File: config.mk
export PLATFORM = sky130hd
export DESIGN_NAME = dma_irq_status
export DESIGN_NICKNAME = d
export VERILOG_FILES = /design/src/rtl/dma_irq_status.sv
export SDC_FILE = /design/constraint.sdc
export NUM_CORES = 1
export LEC_CHECK = 0
export ABC_CLOCK_PERIOD_IN_PS = 1500
export BUFFER_PORTS_ARGS = -buffer_cell sky130_fd_sc_hd__buf_2
export CORE_MARGIN = 2
export CORE_UTILIZATION = 38
export CTS_CLUSTER_DIAMETER = 120
export DETAILED_ROUTE_END_ITERATION = 16
export PLACE_DENSITY = 0.82
export SYNTH_ARGS = -nofsm -noshare
export SYNTH_HDL_FRONTEND = slang
export SYNTH_SLANG_ARGS = --single-unit
export TNS_END_PERCENT = 100
File: constraint.sdc
create_clock -name clk -period 1.5 [get_ports clk]
set_input_delay 0.15 -clock clk [delete_from_list [all_inputs] [get_ports clk]]
set_output_delay 0.15 -clock clk [all_outputs]
set_load 0.01 [all_outputs]
File: src/rtl/dma_irq_status.sv
module dma_irq_status #(
  parameter int NSTREAM = 4,
  parameter int WORD_W  = 32
) (
  input  logic                   clk,
  input  logic                   rst_n,
  input  logic [NSTREAM-1:0]     done_pulse,
  input  logic [NSTREAM-1:0]     err_pulse,
  input  logic [NSTREAM-1:0]     busy,
  input  logic [NSTREAM-1:0]     stream_en,
  input  logic                   wr_en,
  input  logic                   wr_sel,
  input  logic [2*NSTREAM-1:0]   wr_data,
  output logic [WORD_W-1:0]      status,
  output logic                   irq,
  output logic [NSTREAM-1:0]     en_clr
);
  localparam int FLAG_W = 2 * NSTREAM;
  localparam int USED_W = 3 * NSTREAM;
  localparam int PAD_W  = WORD_W - USED_W;

  logic [NSTREAM-1:0] done_q, err_q, act_q, kill_q;

  wire                clr_hit  = wr_en & wr_sel;
  wire [NSTREAM-1:0]  done_clr = clr_hit ? wr_data[NSTREAM-1:0]      : '0;
  wire [NSTREAM-1:0]  err_clr  = clr_hit ? wr_data[FLAG_W-1:NSTREAM] : '0;

  always_ff @(posedge clk or negedge rst_n) begin
    if (!rst_n) begin
      done_q <= '0;
      err_q  <= '0;
      act_q  <= '0;
      kill_q <= '0;
    end else begin
      done_q <= (done_q & ~done_clr) | done_pulse;
      err_q  <= (err_q  & ~err_clr)  | err_pulse;
      act_q  <= busy;
      kill_q <= err_pulse & stream_en;
    end
  end

  assign status = {{PAD_W{1'b0}}, act_q, err_q, done_q};
  assign irq    = |{err_q, done_q};
  assign en_clr = kill_q;
endmodule


==> impl_metrics.yaml, run 1 <==
run_status:
  outcome: "complete, no violations"
placement:
  dp_hpwl_um: 1130
  io_buffers: 44
  place.gp.congestion: 0.677
yosys:
  synth_top_area_share_pct: 55.7
  synth-async-reset-ratio_pct: 100
  ys_seq_area_share_pct: 55.7
  synth_most_common_cell: "buf_4"
  ys_ff_latch: 16
  syn_area_per_cell_um2: 11.6
  yosysWarnings: 0
  synthDistinctLibCells: 9
  syn_inst: 62
  netlist_area_um2: 718
  yosys-top-cells-count: "20 x buf_4, 16 x dfrtp_1, 8 x a21o_1, 8 x nand3_1, 4 x and2_1"
  synth-main-ff-cell: "dfrtp_1"
  synth_edf_count: 0
  yosysTopAreaCell: "dfrtp_1"
  synthTopCellsByArea: "dfrtp_1 56%, buf_4 21%, a21o_1 8.4%, nand3_1 5.6%, and2_1 3.5%"
sta:
  tns_ns: 0
  final_hold_viol_count: 0
  finalCritPeriodShare_pct: 88.9
  worst_clock_skew_ns: 0
  drv_slew: 0
  finalSetupViolations: 0
  fmax_mhz: 750
  fin_crit_ns: 1.33
  grt_setup_unrepaired: "no"
  worst_hold_slack_ns: 0.0418
detailed_routing:
  via_per_inst: 4.11
  wl_um: 1490
  final_antenna_net_count: 0
  num_vias: 563
  drtIter0Drc: 6
  wire_per_inst_um: 10.9
  firstDrtPassIters: 4
  route.detailed.drc: 0
setup_path:
  path_class: "flip-flop to primary output"
  end_kind: "primary output"
  cp.arrival_ns: 1.18
  r2r-start: "done_q[3]"
  cp.required_ns: 1.35
  setup.worst_path.start_class: "flip-flop"
  critPathLaunch: "err_q[2]"
  path_max_fanout: 3
power:
  switching_share_pct: 24.6
  seq_power_share_pct: 53.0
  power_frac_comb_pct: 15.3
  p_leak_nw: 0.489
  p_int_mw: 0.660
  switchingPower_mw: 0.216
  p_clk_share_pct: 31.7
  max-vdd-ir-drop_mv: 0.351
  cellPowerDensity_nw_per_um2: 918
clock_tree:
  post_cts_buffers: 0
  cts_sinks: 16
  root_buffer: "clkbuf_4"
  cts_buffers: 3
  worst_skew_pair.late_latency_ns: 0.28
  tritoncts: "done"
  h-tree-depth: 1
  cts_buffer_depth: 2
  path_clk_slew_ns: 0.09
finish:
  fin_nets: 141
  area_growth_pct: 32.9
  drive_above_1_share_pct: 42.9
  antennaDiodeCount: 0
floorplanning:
  start_util_pct: 41.1
  coreArea_um2: 1750
  die_area_um2: 2250
  io_pins: 65
  core.rowCount: 15
  die_h_um: 47.5
  chipWidth_um: 47.5
global_route:
  overflow: 0
  grt_max_degree: 17
  grt_pass1_wl_um: 1990
  grt_pass1_vias: 463
  grt_use_total_pct: 13.4
  antenna_found_initial: 0
min_path:
  hp-class: "primary input to flip-flop"
  min_from: "done_pulse[3]"
job:
  maxCapViolations: 0
==> metal layers <==
| layer | part of all wire [%] | GRT usage [%] | vias to the layer above |
|---|---|---|---|
| met5 | 0 | 0 | - |
| met4 | 0.40 | 8.33 | 0 |
| met3 | 14 | 3.40 | 2 |
| met2 | 48 | 22.2 | 41 |
| met1 | 37 | 15.3 | 251 |
| li1 | - | - | 269 |
==> critical path, stage by stage (launching register included) <==
cell	delay [ns]
dfrtp_1	0.41
nor4_1	0.28
nand2_1	0.07
buf_2	0.14
==> through the flow <==
stage	util, %	worst slack (ns)	total power [mW]	instances	cell area [um^2]
6_report	54.7	0.166	0.876	137	955
5_1_grt	54.7	0.0380	0.922	137	955
4_1_cts	54.7	0.156	0.883	137	955
3_5_place_dp	49.7	0.471	0.596	128	868
3_3_place_gp	49.7	0.459	0.594	128	868
2_1_floorplan	-	0.559	0.570	81	790
==> cell families after synthesis <==
group / share of synthesized area [%]
other cells: 0.522
simple gates: 11.3
flops: 55.7
buf+inv: 24.0
compound gates: 8.36
==> power groups by stage <==
stage,combinational [mW],clock (mW),sequential (mW)
floorplan,0.0865,0,0.484
global placement,0.123,0,0.471
detailed placement,0.124,0,0.472
CTS,0.134,0.285,0.463
global route,0.150,0.305,0.467
finish,0.134,0.278,0.464
==> flip-flops by register name, summed over array words and instances, names as in the netlist <==
name,cells
err_q,4
act_q,4
en_clr,4
done_q,4
==> final timing paths <==
path	slack, ns	cells past startpoint	end
max	0.17	3	irq
min	0.04	2	done_q[3]
max reg2reg	0.83	1	done_q[3]
min reg2reg	0.51	1	err_q[1]
max in group asynchronous	0.95	2	act_q[3]
min in group asynchronous	0.30	2	en_clr[3]
==> what timing repair did <==
item	in CTS	in global routing
endpoints found under the hold margin	20	0
hold buffers	5	0
gates resized for setup	0	0
==> area by class of cell <==
class / count / area (um^2)
clock buffer: 4 / 36.3
fill: 170 / 791
multi-input combinational: 43 / 216
sequential: 16 / 400
tap: 25 / 31.3
timing repair buffer: 49 / 270
==> layout by cell type (no fill, tap or decap) <==
cell type | Yosys | routed
dlygate4sd3_1 | 0 | 5
clkbuf_8 | 0 | 1
a21o_1 | 8 | 8
and2_1 | 4 | 4
buf_2 | 0 | 44
clkbuf_4 | 0 | 3
nand3_1 | 8 | 8
dfrtp_1 | 16 | 16
conb_1 | 1 | 20
nor4_1 | 2 | 2
nand2_1 | 1 | 1
No activity file was read; power rests on OpenSTA's default activity.
==> run 2, diff against run 1 <==
ABC_CLOCK_PERIOD_IN_PS = 1200   (was 1500)
CELL_PAD_IN_SITES_DETAIL_PLACEMENT = 1   (was default)
CELL_PAD_IN_SITES_GLOBAL_PLACEMENT = 2   (was default)
CORE_UTILIZATION = 17   (was 38)
PLACE_DENSITY = default   (was 0.82)
PLACE_DENSITY_LB_ADDON = 0.1   (was default)
clock period = 1.2 ns   (was 1.5 ns; I/O delays follow)
==> run 2 against run 1 <==
Final area up 6.7%. Register-to-register slack lost 0.41 ns. Total power up 32%. Global-route usage is 5.2 points lower. Critical path depth stayed put. Clock skew is the same. Sequential share of layout area decreased by 2.6 points. Largest power group unchanged. Die area grew 110%. Non-clock buffer count is 2 higher. The flow now finishes with violations (negative setup slack). Hold slack improved by 0.0097 ns. Critical path type unchanged. First-iteration DRC count grew to 2.7 times the previous value.
==> impl_metrics.yaml, run 2 (same netlist as run 1, synthesis figures left out) <==
run_status:
  violations: "negative setup slack"
  outcome: "finished with violations"
power:
  p_total_mw: 1.16
  cellPowerDensity_nw_per_um2: 1140
  p_clk_share_pct: 34.3
  p_leak_nw: 0.498
  switchingPower_mw: 0.289
  max-vdd-ir-drop_mv: 0.259
  power_frac_comb_pct: 15.4
  switching_share_pct: 25.0
  seq_power_share_pct: 50.3
  p_int_mw: 0.869
clock_tree:
  root_buffer: "clkbuf_8"
  worst_skew_pair.late_latency_ns: 0.24
  cts_buffers: 3
  path_clk_slew_ns: 0.06
  h-tree-depth: 1
  cts_sinks: 16
  cts_buffer_depth: 2
  tritoncts: "done"
placement:
  io_buffers: 44
  place.gp.congestion: 0.571
  dp_hpwl_um: 1520
setup_path:
  setup.worst_path.start_class: "flip-flop"
  r2r_cells: 2
  path_max_fanout: 2
  path_depth: 3
  cp.arrival_ns: 1.15
  crit_slowest_cell: "dfrtp_1"
  cp.required_ns: 1.08
  cpLargestDelayFamily: "flip-flops"
  path_cells: "nor4_2, nand2_1, buf_2"
  cp_num_buf_inv: 1
  max_stage_delay_ns: 0.39
  path_class: "flip-flop to primary output"
  end_kind: "primary output"
sta:
  setup_slack_ns: -0.0727
  grt_setup_unrepaired: "yes"
  fin_crit_ns: 1.27
  drv_slew: 0
  worst_clock_skew_ns: 0
  finalCritPeriodShare_pct: 106
  final_hold_viol_count: 0
  fmax_mhz: 786
  finalSetupViolations: 1
  worst_hold_slack_ns: 0.0516
global_route:
  grt_pass1_vias: 590
  grt_pass1_wl_um: 2820
  overflow: 0
  antenna_found_initial: 0
  grt_max_degree: 17
  grt_use_total_pct: 8.18
floorplanning:
  core.rowCount: 23
  start_util_pct: 17.8
  chipWidth_um: 69.0
  die_h_um: 69.0
  die_area_um2: 4760
  coreArea_um2: 4030
  io_pins: 65
finish:
  final_common_cell: "buf_2"
  final_cell_mix: "44 x buf_2, 20 x conb_1, 16 x dfrtp_1"
  ff_latch_area_um2: 400
  area_growth_pct: 41.8
  fillers: 495
  drive_above_1_share_pct: 45.1
  antennaDiodeCount: 0
  multi_input_comb_area_um2: 229
  fin_nets: 143
detailed_routing:
  wire_per_inst_um: 12.0
  wl_um: 1960
  route.detailed.drc: 0
  via_per_inst: 3.58
  final_antenna_net_count: 0
  drtIter0Drc: 16
  num_vias: 584
  firstDrtPassIters: 2
min_path:
  whs_path_depth: 2
  hp-class: "primary input to flip-flop"
job:
  maxCapViolations: 0
run 2: changes by cell type in the layout (fill, tap and decap cells not counted):
cell	change
clkbuf_4	-3
nor4_1	-2
nor4_2	+2
buf_4	+2
clkbuf_8	+2
run 2: metrics by stage:
stage	utilization, %	TNS [ns]	area, um^2	instances	worst slack [ns]
floorplan	-	0	790	81	0.289
global placement	22.3	0	900	153	0.0955
detailed placement	22.3	0	900	153	0.0844
CTS	24.9	-0.122	1000	162	-0.122
global route	25.3	-0.151	1020	163	-0.151
finish	25.3	-0.0727	1020	163	-0.0727
run 2: repair_timing:
item / CTS / global route
buffers inserted: 1 / 1
endpoints found under the setup margin: 1 / 1
pin swaps: 2 / 1
hold buffers: 5 / 0
cloned: 0 / 0
gates resized for setup: 1 / 1
hold endpoints to repair: 20 / 0
run 2: worst paths after layout:
kind | start | to | slack, ns
worst max-delay path | done_q[2] | irq | -0.07
max in group asynchronous | rst_n | done_q[0] | 0.60
min in group asynchronous | rst_n | act_q[3] | 0.33
worst min register to register | err_q[2] | err_q[2] | 0.52
worst max register to register | done_q[2] | done_q[2] | 0.42
worst min-delay path | done_pulse[3] | done_q[3] | 0.05
run 2: final cells by class:
type / count / area share (%)
sequential: 16 / 39.3
clock buffer: 3 / 4.05
multi-input combinational: 43 / 22.5
timing repair buffer: 51 / 28.0
tap: 50 / 6.14
run 2: worst register-to-register path, stage by stage, from the launching register on:
cell	delay (ns)
dfrtp_1	0.39
buf_4	0.14
a21o_1	0.15
run 2: per-layer routing:
| metal | global-route usage [%] | wire, um | part of all wire, % |
|---|---|---|---|
| met5 | 0 | 0 | 0 |
| met4 | 2.21 | 14 | 0.71 |
| met3 | 1.95 | 204 | 10 |
| met2 | 14.4 | 1010 | 52 |
| met1 | 9.89 | 732 | 37 |
run 2: power by group through the flow:
stage,Clock (mW),Sequential [mW],Combinational (mW)
global placement,0,0.590,0.161
global route,0.441,0.585,0.204
finish,0.397,0.582,0.179
CTS,0.420,0.582,0.177
detailed placement,0,0.591,0.161
floorplan,0,0.605,0.108
==> run 3, diff against run 2 <==
ABC_CLOCK_PERIOD_IN_PS = 1050   (was 1200)
clock period = 1.05 ns   (was 1.2 ns; I/O delays follow)
==> run 3 against run 2 <==
The run still ends with negative setup slack left. First-iteration DRC count fell by 88%. Via count shrank 2.2%. Final cell count increased by 1.2%. Clock skew did not move. Non-clock buffer count grew 2. Setup slack lost 0.12 ns.
==> impl_metrics.yaml, run 3 (same netlist as run 1, synthesis figures left out) <==
run_status:
  outcome: "finished with violations"
  violations: "negative setup slack"
detailed_routing:
  drtIter0Drc: 2
  route.detailed.drc: 0
  final_antenna_net_count: 0
  num_vias: 571
  via_per_inst: 3.46
  wl_um: 1910
  firstDrtPassIters: 2
  wire_per_inst_um: 11.6
finish:
  antennaDiodeCount: 0
  fillers: 499
  final_common_cell: "buf_2"
  final_cell_mix: "44 x buf_2, 20 x conb_1, 16 x dfrtp_1"
  area_growth_pct: 44.4
  fin_nets: 145
  finalInstanceArea_um2: 1040
  drive_above_1_share_pct: 46.1
setup_path:
  path_cells: "nor4_2, nand2_1, buf_2"
  cp.arrival_ns: 1.14
  r2r_slack_ns: 0.27
  r2r_cells: 2
  worstReg2RegEnd: "done_q[2]"
  end_kind: "primary output"
  r2r-start: "done_q[2]"
  max_stage_delay_ns: 0.39
  setup.worst_path.start_class: "flip-flop"
  critPathLaunch: "done_q[2]"
  crit_slowest_cell: "dfrtp_1"
  cpLargestDelayFamily: "flip-flops"
  path_class: "flip-flop to primary output"
  path_max_fanout: 2
  cp_num_buf_inv: 1
  path_depth: 3
  cp.required_ns: 0.94
floorplanning:
  die_h_um: 69.0
  coreArea_um2: 4030
  chipWidth_um: 69.0
  io_pins: 65
  die_area_um2: 4760
  core.rowCount: 23
  start_util_pct: 17.8
min_path:
  whs_path_depth: 2
  hp-class: "primary input to flip-flop"
  min_from: "done_pulse[3]"
  min_to: "done_q[3]"
clock_tree:
  post_cts_buffers: 0
  path_clk_slew_ns: 0.06
  root_buffer: "clkbuf_8"
  cts_buffer_depth: 2
  h-tree-depth: 1
  cts_buffers: 3
  cts_sinks: 16
  worst_skew_pair.late_latency_ns: 0.24
  tritoncts: "done"
placement:
  place.gp.congestion: 0.612
  dp_hpwl_um: 1530
  io_buffers: 44
  dpl_cell_area_um2: 930
sta:
  worst_hold_slack_ns: 0.0381
  grt_setup_unrepaired: "yes"
  fin_crit_ns: 1.24
  final_hold_viol_count: 0
  setup_slack_ns: -0.192
  tns_ns: -0.192
  finalCritPeriodShare_pct: 118
  drv_slew: 0
  worst_clock_skew_ns: 0
  fmax_mhz: 805
  finalSetupViolations: 1
power:
  max-vdd-ir-drop_mv: 0.308
  p_leak_nw: 0.508
  cellPowerDensity_nw_per_um2: 1270
global_route:
  grt_pass1_vias: 597
  grt_pass1_wl_um: 2700
  antenna_found_initial: 0
  grt_use_total_pct: 7.70
  overflow: 0
  grt_max_degree: 17
job:
  maxCapViolations: 0
-- run 3: where the power goes --
part / total (mW) / switching (mW) / internal [mW] / leakage, nW
combinational: 0.210 / 0.114 / 0.0965 / 0.313
sequential: 0.665 / 0.0164 / 0.648 / 0.174
clock: 0.444 / 0.191 / 0.254 / 0.0216
-- run 3: cell type report --
type	instances	area, um^2	share of cell area, %
Timing Repair Buffer	53	304	29.3
Clock buffer	3	41.3	3.98
Multi-Input combinational cell	43	229	22.1
Sequential cell	16	400	38.6
Tap cell	50	62.6	6.03
-- run 3: stage by stage --
stage	total power, mW	util, %	std cells	setup WS (ns)
after floorplan	0.815	-	81	0.154
after CTS	1.36	25.5	165	-0.230
after detailed placement	0.871	23.1	157	0.00965
after global routing	1.40	25.7	165	-0.271
after global placement	0.869	23.1	157	-0.000721
final	1.32	25.7	165	-0.192
-- run 3: worst max path at each step --
stage               slack [ns]  end
global route             -0.27  irq
finish                   -0.19  irq
global placement       -0.0007  irq
detailed placement        0.01  irq
CTS                      -0.23  irq
floorplan                 0.15  irq
-- run 3: timing repair --
item	CTS	global route
hold endpoints to repair	20	0
hold buffers	5	0
endpoints found under the setup margin	1	2
resized for setup	1	2
pin swaps	2	0
-- run 3: layer usage --
layer | up-vias | routed length [um] | global-route usage, %
met3 | 2 | 175 | 1.95
met1 | 264 | 702 | 8.20
met5 | - | 0 | 0
met2 | 32 | 1020 | 14.4
li1 | 273 | - | -
met4 | 0 | 8 | 2.94
